<file path="src/rtl/hbfs_pkg.sv">
package hbfs_pkg;
    typedef enum logic {CH_RUN, CH_TRIPPED} ch_state_t;
    typedef enum logic {GS_RUN, GS_LATCHED} gl_state_t;
endpackage

</file>
<file path="src/rtl/hbfs_rise.sv">
module hbfs_rise #(
    parameter int N = 3
) (
    input  logic         clk,
    input  logic         rst_n,
    input  logic [N-1:0] lvl,
    output logic [N-1:0] rise
);
    logic [N-1:0] prev_q;

    for (genvar i = 0; i < N; i++) begin : g_bit
        always_ff @(posedge clk or negedge rst_n) begin
            if (!rst_n) prev_q[i] <= 1'b1;
            else        prev_q[i] <= lvl[i];
        end
        assign rise[i] = lvl[i] & ~prev_q[i];
    end
endmodule

</file>
<file path="src/rtl/hbfs_chan_fsm.sv">
module hbfs_chan_fsm
    import hbfs_pkg::*;
(
    input  logic clk,
    input  logic rst_n,
    input  logic cbc_en,
    input  logic trip_req,
    input  logic rst_rise,
    output logic tripped,
    output logic tripped_nx
);
    ch_state_t st_q, st_nx;

    always_comb begin
        st_nx = st_q;
        unique case (st_q)
            CH_RUN:     if (cbc_en && trip_req) st_nx = CH_TRIPPED;
            CH_TRIPPED: if (rst_rise && !trip_req) st_nx = CH_RUN;
            default:    st_nx = CH_RUN;
        endcase
    end

    always_ff @(posedge clk or negedge rst_n) begin
        if (!rst_n) st_q <= CH_RUN;
        else        st_q <= st_nx;
    end

    always_comb begin
        tripped    = (st_q == CH_TRIPPED);
        tripped_nx = (st_nx == CH_TRIPPED);
    end

    // a request in cycle-by-cycle mode trips the bridge at the next edge
    a_r2_trip_enters: assert property (@(posedge clk) disable iff (!rst_n)
        (cbc_en && trip_req) |=> tripped);
    // without its own reset rise the bridge stays tripped
    a_r3_needs_own_edge: assert property (@(posedge clk) disable iff (!rst_n)
        (tripped && !rst_rise) |=> tripped);
endmodule

</file>
<file path="src/rtl/hbfs_global_fsm.sv">
module hbfs_global_fsm
    import hbfs_pkg::*;
#(
    parameter int N = 3
) (
    input  logic         clk,
    input  logic         rst_n,
    input  logic         hard_req,
    input  logic [N-1:0] rise,
    output logic         latched,
    output logic         latched_nx
);
    gl_state_t    st_q, st_nx;
    logic [N-1:0] seen_q, seen_nx;

    always_comb begin
        st_nx   = st_q;
        seen_nx = seen_q;
        unique case (st_q)
            GS_RUN: begin
                seen_nx = '0;
                if (hard_req) st_nx = GS_LATCHED;
            end
            GS_LATCHED: begin
                if (hard_req) begin
                    seen_nx = '0;
                end else begin
                    seen_nx = seen_q | rise;
                    if (&seen_nx) begin
                        st_nx   = GS_RUN;
                        seen_nx = '0;
                    end
                end
            end
            default: begin
                st_nx   = GS_RUN;
                seen_nx = '0;
            end
        endcase
    end

    always_ff @(posedge clk or negedge rst_n) begin
        if (!rst_n) begin
            st_q   <= GS_RUN;
            seen_q <= '0;
        end else begin
            st_q   <= st_nx;
            seen_q <= seen_nx;
        end
    end

    always_comb begin
        latched    = (st_q == GS_LATCHED);
        latched_nx = (st_nx == GS_LATCHED);
    end

    // the hard condition latches at the next edge
    a_r4_latch_enters: assert property (@(posedge clk) disable iff (!rst_n)
        hard_req |=> latched);
    // without every reset rise collected the latch holds
    a_r5_hold_until_all: assert property (@(posedge clk) disable iff (!rst_n)
        (latched && !(&(seen_q | rise))) |=> latched);
    // the latch never clears while the condition is present
    a_r6_present_blocks: assert property (@(posedge clk) disable iff (!rst_n)
        (latched && hard_req) |=> (latched && seen_q == '0));
endmodule

</file>
<file path="src/rtl/hb_fault_supervisor.sv">
module hb_fault_supervisor #(
    parameter int NCH = 3
) (
    input  logic           clk,
    input  logic           rst_n,
    input  logic           latch_mode,
    input  logic [NCH-1:0] chan_rst_n,
    input  logic [NCH-1:0] chan_trip,
    input  logic           otp_trip,
    input  logic           uv_flag,
    output logic [NCH-1:0] hiz,
    output logic           fault_n
);
    logic [NCH-1:0] rst_rise;
    logic [NCH-1:0] ch_tripped, ch_tripped_nx;
    logic           hard_req, g_latched, g_latched_nx;
    logic           fault_n_q;

    assign hard_req = otp_trip | (latch_mode & (|chan_trip));

    hbfs_rise #(.N(NCH)) u_rise (
        .clk  (clk),
        .rst_n(rst_n),
        .lvl  (chan_rst_n),
        .rise (rst_rise)
    );

    for (genvar i = 0; i < NCH; i++) begin : g_ch
        hbfs_chan_fsm u_ch (
            .clk       (clk),
            .rst_n     (rst_n),
            .cbc_en    (~latch_mode),
            .trip_req  (chan_trip[i]),
            .rst_rise  (rst_rise[i]),
            .tripped   (ch_tripped[i]),
            .tripped_nx(ch_tripped_nx[i])
        );

        assign hiz[i] = ~chan_rst_n[i] | ch_tripped[i] | g_latched | uv_flag;

        // a low bridge reset always forces Hi-Z
        a_r1_rst_low_hiz: assert property (@(posedge clk) disable iff (!rst_n)
            !chan_rst_n[i] |-> hiz[i]);
    end

    hbfs_global_fsm #(.N(NCH)) u_glob (
        .clk       (clk),
        .rst_n     (rst_n),
        .hard_req  (hard_req),
        .rise      (rst_rise),
        .latched   (g_latched),
        .latched_nx(g_latched_nx)
    );

    always_ff @(posedge clk or negedge rst_n) begin
        if (!rst_n) fault_n_q <= 1'b1;
        else        fault_n_q <= ~(g_latched_nx | (|ch_tripped_nx) | uv_flag);
    end

    assign fault_n = fault_n_q;

    // undervoltage pulls the fault output low at the next edge
    a_r7_uv_fault: assert property (@(posedge clk) disable iff (!rst_n)
        uv_flag |=> !fault_n);
    // over-temperature turns off every bridge from the next edge
    a_r4_otp_all_hiz: assert property (@(posedge clk) disable iff (!rst_n)
        otp_trip |=> (&hiz));
endmodule

</file>
<file path="config.mk">
export PLATFORM = sky130hd
export DESIGN_NAME = hb_fault_supervisor
export DESIGN_NICKNAME = d
export VERILOG_FILES = /design/src/rtl/hbfs_pkg.sv /design/src/rtl/hbfs_rise.sv /design/src/rtl/hbfs_chan_fsm.sv /design/src/rtl/hbfs_global_fsm.sv /design/src/rtl/hb_fault_supervisor.sv
export SDC_FILE = /design/constraint.sdc
export NUM_CORES = 1
export LEC_CHECK = 0
export BUFFER_PORTS_ARGS = -buffer_cell sky130_fd_sc_hd__buf_2
export CORE_AREA = 2 2 39 41
export DETAILED_ROUTE_END_ITERATION = 10
export DIE_AREA = 0 0 41 43
export GPL_TIMING_DRIVEN = 0
export HOLD_SLACK_MARGIN = 0.03
export RECOVER_POWER = 25
export SETUP_SLACK_MARGIN = 0.2
export SYNTH_ARGS = -nofsm -noshare
export SYNTH_HDL_FRONTEND = slang
export SYNTH_SLANG_ARGS = --single-unit
export TNS_END_PERCENT = 100
</file>
<file path="constraint.sdc">
create_clock -name clk -period 1.9 [get_ports clk]
set_input_delay 0.19 -clock clk [delete_from_list [all_inputs] [get_ports clk]]
set_output_delay 0.19 -clock clk [all_outputs]
set_load 0.1 [all_outputs]
</file>
* After elaboration in Yosys (flattened, before gate mapping)
Cells that the tools add are included.
Storage, ports and cells: bits in registers 11, bits in latches 0, RAM bits 0, memory bits (read-only) 0, input bits 11, output and inout bits 4, memories 0
Operators by class: add/subtract/negate cells 0, multipliers 0, divide/modulo/power cells 0, order comparisons 0, equal/unequal tests 0, shift operators 0, muxes and demuxes 16, bitwise gates (word level) 29, reductions and logical operators 12
Operators by type and width (count):
- NOT 1 bit | 12
- bitwise OR 1 bit | 12
- two-way mux 1 bit | 9
- one-hot mux 1 bit (2 select lines) | 4
- logical AND 1 bit | 6
- two-way mux 3 bit | 2
- one-hot mux 3 bit (2 select lines) | 1
- OR reduction 3 bit | 2
- bitwise AND 1 bit | 4
- zero test 1 bit | 3
- bitwise OR 3 bit | 1
- AND reduction 3 bit | 1

* Logic depth before layout (Yosys ltp)
depth in word-level cells 10, mapped depth 4, depth with buffers taken out 4

* Hierarchy
Synthesis repeated with hierarchy kept, for this count alone.
Second synthesis, totals: cell total of the unflattened synthesis 43, area, all modules 495.5 um2
By module, submodules not included:
- hbfs_global_fsm | instances 1, cells an instance 15, area an instance 167.7 um2, seq. area each 100.1 um2
- hbfs_chan_fsm | instances 3, cells an instance 4, area an instance 42.5 um2, seq. area each 25.0 um2
- hbfs_rise | instances 1, cells an instance 6, area an instance 120.1 um2, seq. area each 78.8 um2
- hb_fault_supervisor | instances 1, cells an instance 10, area an instance 80.1 um2, seq. area each 26.3 um2

* Worst setup path before layout
OpenSTA, ideal clock, no wires.
kind register to output, start point reg u_glob.st_q, in the netlist u_glob.latched, end point out hiz[0], arrival 1.281 ns, data required time 1.710 ns, setup slack 0.429 ns, cell stages (with the launch flop) 3, buffers on the path 0, cells stage by stage dfrtp_1 > nor2_1 > nand3b_1
On the way: cells in the longest elaborated chain, start to end 2
RTL lines:
- from (decl) | RTL line hbfs_global_fsm.sv:13 | gl_state_t st_q, st_nx;
- from (signal assigned) | RTL line hbfs_global_fsm.sv:47 | st_q <= st_nx;
- bitwise OR 1 bit (2 in series) | RTL line hb_fault_supervisor.sv:39 | assign hiz[i] = ~chan_rst_n[i] | ch_tripped[i] | g_latched | uv_flag;
- to (decl) | RTL line hb_fault_supervisor.sv:11 | output logic [NCH-1:0] hiz,
No other way between the ends.

* Worst setup path in the final report
start point in chan_rst_n[2], end point out hiz[2]
On the way: cells in the longest elaborated chain, start to end 4
RTL lines:
- from (decl) | RTL line hb_fault_supervisor.sv:7 | input logic [NCH-1:0] chan_rst_n,
- NOT 1 bit | RTL line hb_fault_supervisor.sv:39
- bitwise OR 1 bit (3 in series) | RTL line hb_fault_supervisor.sv:39
No other way between the ends.

==> results_dict.tcl <==
set metrics [dict create \
    status "finished, final reports clean" \
    period_needed_ns 1.54 \
    met1_usage 0.154 \
    die_w_um 41 \
    period_share 0.809 \
    io_pins 15 \
    end_kind "output port" \
    max_freq_ghz 0.651 \
    drc 0 \
    vias_per_cell 4.77 \
    antennaDiodeCount 0 \
    gr-max-usage-layer "met2" \
    finalSetupTns_ns 0 \
    die_h_um 43 \
    ys_seq_area_frac 0.559 \
    place.gp.congestion 0.767 \
    grt-ovfl-total 0 \
    drt_pass1_iterations 4 \
    port-buffer-count 14 \
    yosys.area.top_type "dfrtp_1" \
    place_area_um2 592 \
    grt_max_degree 12 \
    r2r-end "fault_n" \
    setup_violations 0 \
    synth-seq-cells 11 \
    row_count 14 \
    clock_path_buffers 2 \
    rsz0062_at_grt "false" \
    drive_above_1_share 0.379 \
    syn-cell-area_um2 502 \
    avgSynthCellArea_um2 11.4 \
    clkLatencyLatePin_ns 0.27 \
    syn_nets 55 \
    cts-buffers-inserted 3 \
    synth_top_cell_area_share 0.349 \
    postRouteWirelength_mm 1.05 \
    tightest_slew_ns 0.575 \
    ctsHtreeMaxLevel 1 \
    start_util 0.363 \
    place_ws_ns 0.535 \
    synth.distinct_cells 16 \
    syn-instance-count 44 \
    cts_resized 0 \
    drt-initial-drc-count 9 \
    post-dp-hpwl_um 748 \
    maxSlewViolCount 0 \
    placedCellCount 74 \
    syn2layout_area_growth_pct 30.9 \
    cap_violations 0 \
    ys_top_cells_by_area "dfrtp_1 35%, dfstp_2 21%, nand2b_1 7.5%" \
    hold_start "uv_flag" \
    clk_root_buffer_cell "clkbuf_4" \
    whs_path_depth 2 \
    r2r_setup_slack_ns 0.51 \
    path_clk_slew_ns 0.07 \
    use_met2 0.200 \
    powerDensity_mw_per_mm2 731 \
    antenna_found_initial 0 \
    grt_pass1_vias 366 \
    layout_common_cells "13 x buf_2, 7 x dfrtp_1, 6 x nand2b_1" \
    nNetsFinal 78 \
    hold_path.class "input port to flip-flop" \
    timing.rr.start "u_rise.prev_q[1]" \
    core_mm2 0.00138 \
    required_ns 1.71 \
    final-hold-violation-count 0 \
    relSlewSlack 0.617 \
    whs_endpoint "fault_n" \
    yosys_warnings 0 \
    final_common_cell "buf_2" \
    dr_total_vias 391 \
    leakage_nw 0.274 \
    crit_arrival_ns 1.35 \
    ant_nets 0 \
    clock_sinks 11 \
    fin_area_um2 657 \
    finClkSkew_ns 0.00191 \
    fin_ws_ns 0.363 \
    rr_worst_depth 4 \
    met3_usage 0.0314 \
    utilization 0.475 \
    grt_pass1_wl_mm 1.47 \
    wire_per_inst_um 12.8 \
    dieArea_mm2 0.00176 \
    path_class "input port to output port" \
    final_cells 82 \
    startpoint_type "input port" \
    ir_drop_uv 296 \
    path_max_fanout 3 \
    cts_tree "built" \
    track_usage 0.136 \
]
==> synthesized netlist by cell type <==
| cell type | count |
|---|---|
| nand2_1 | 1 |
| a22o_2 | 1 |
| and2_1 | 3 |
| nor4b_4 | 1 |
| or3_4 | 1 |
| o21ai_2 | 1 |
| nand2b_1 | 6 |
| dfrtp_1 | 7 |
| a21oi_2 | 1 |
| dfstp_2 | 4 |
| inv_1 | 4 |
| nand3b_1 | 3 |
| nor3_1 | 3 |
| nor2_1 | 5 |
| a222oi_1 | 1 |
| a22o_1 | 2 |
==> layer usage <==
layer | up-vias | routed length [um]
li1 | 192 | -
met1 | 179 | 457
met2 | 15 | 475
met3 | 5 | 69
met4 | 0 | 44
met5 | - | 0
==> registers in the layout (all words and copies together), names as in the netlist <==
name               flops
u_rise.prev_q          3
fault_n                1
u_glob.seen_q          3
g_ch.u_ch.tripped      3
u_glob.latched         1
==> per-stage QoR <==
step	power, mW	hold WS [ns]
final	0.480	0.0704
after global routing	0.501	0.0702
after CTS	0.485	0.0313
after detailed placement	0.316	0.0713
after global placement	0.314	0.0707
after floorplan	0.289	-0.106
==> cells by family after synthesis <==
| family | synth area share |
|---|---|
| and+or+nand+nor | 0.302 |
| AOI/OAI and AO/OA | 0.110 |
| buffers and inverters | 0.0299 |
| DFF | 0.559 |
==> critical path, cell delays in order <==
cell and delay [ns]:
dlygate4sd3_1 0.53, buf_2 0.13, nand3b_1 0.07, buf_2 0.42
==> worst max-delay path by stage <==
| stage | end | from | slack, ns |
|---|---|---|---|
| 3_3_place_gp | fault_n | u_rise.prev_q[1] | 0.53 |
| 4_1_cts | hiz[2] | chan_rst_n[2] | 0.36 |
| 3_5_place_dp | fault_n | u_rise.prev_q[1] | 0.53 |
| 6_report | hiz[2] | chan_rst_n[2] | 0.36 |
| 5_1_grt | fault_n | chan_rst_n[1] | 0.30 |
| 2_1_floorplan | hiz[0] | u_glob.latched | 0.43 |
==> timing repair <==
| action | in CTS | in global routing |
|---|---|---|
| setup buffers | 0 | 0 |
| hold buffers | 2 | 2 |
| endpoints found under the hold margin | 12 | 2 |
==> area by class of cell <==
class,instances,area [um^2]
fillers,124,727
flip-flops and latches,11,280
multi-input cells,29,206
repair buffers,18,109
clock buffers,4,26.3
well taps,16,20.0
inverters,4,15.0
==> report_power, final <==
group,total (mW),leakage (nW),switching [mW],internal [mW]
combinational,0.0634,0.137,0.0315,0.0319
clock,0.163,0.0150,0.0812,0.0815
sequential,0.254,0.122,0.00533,0.249
total,0.480,0.274,0.118,0.362
No activity file was read; power rests on OpenSTA's default activity.
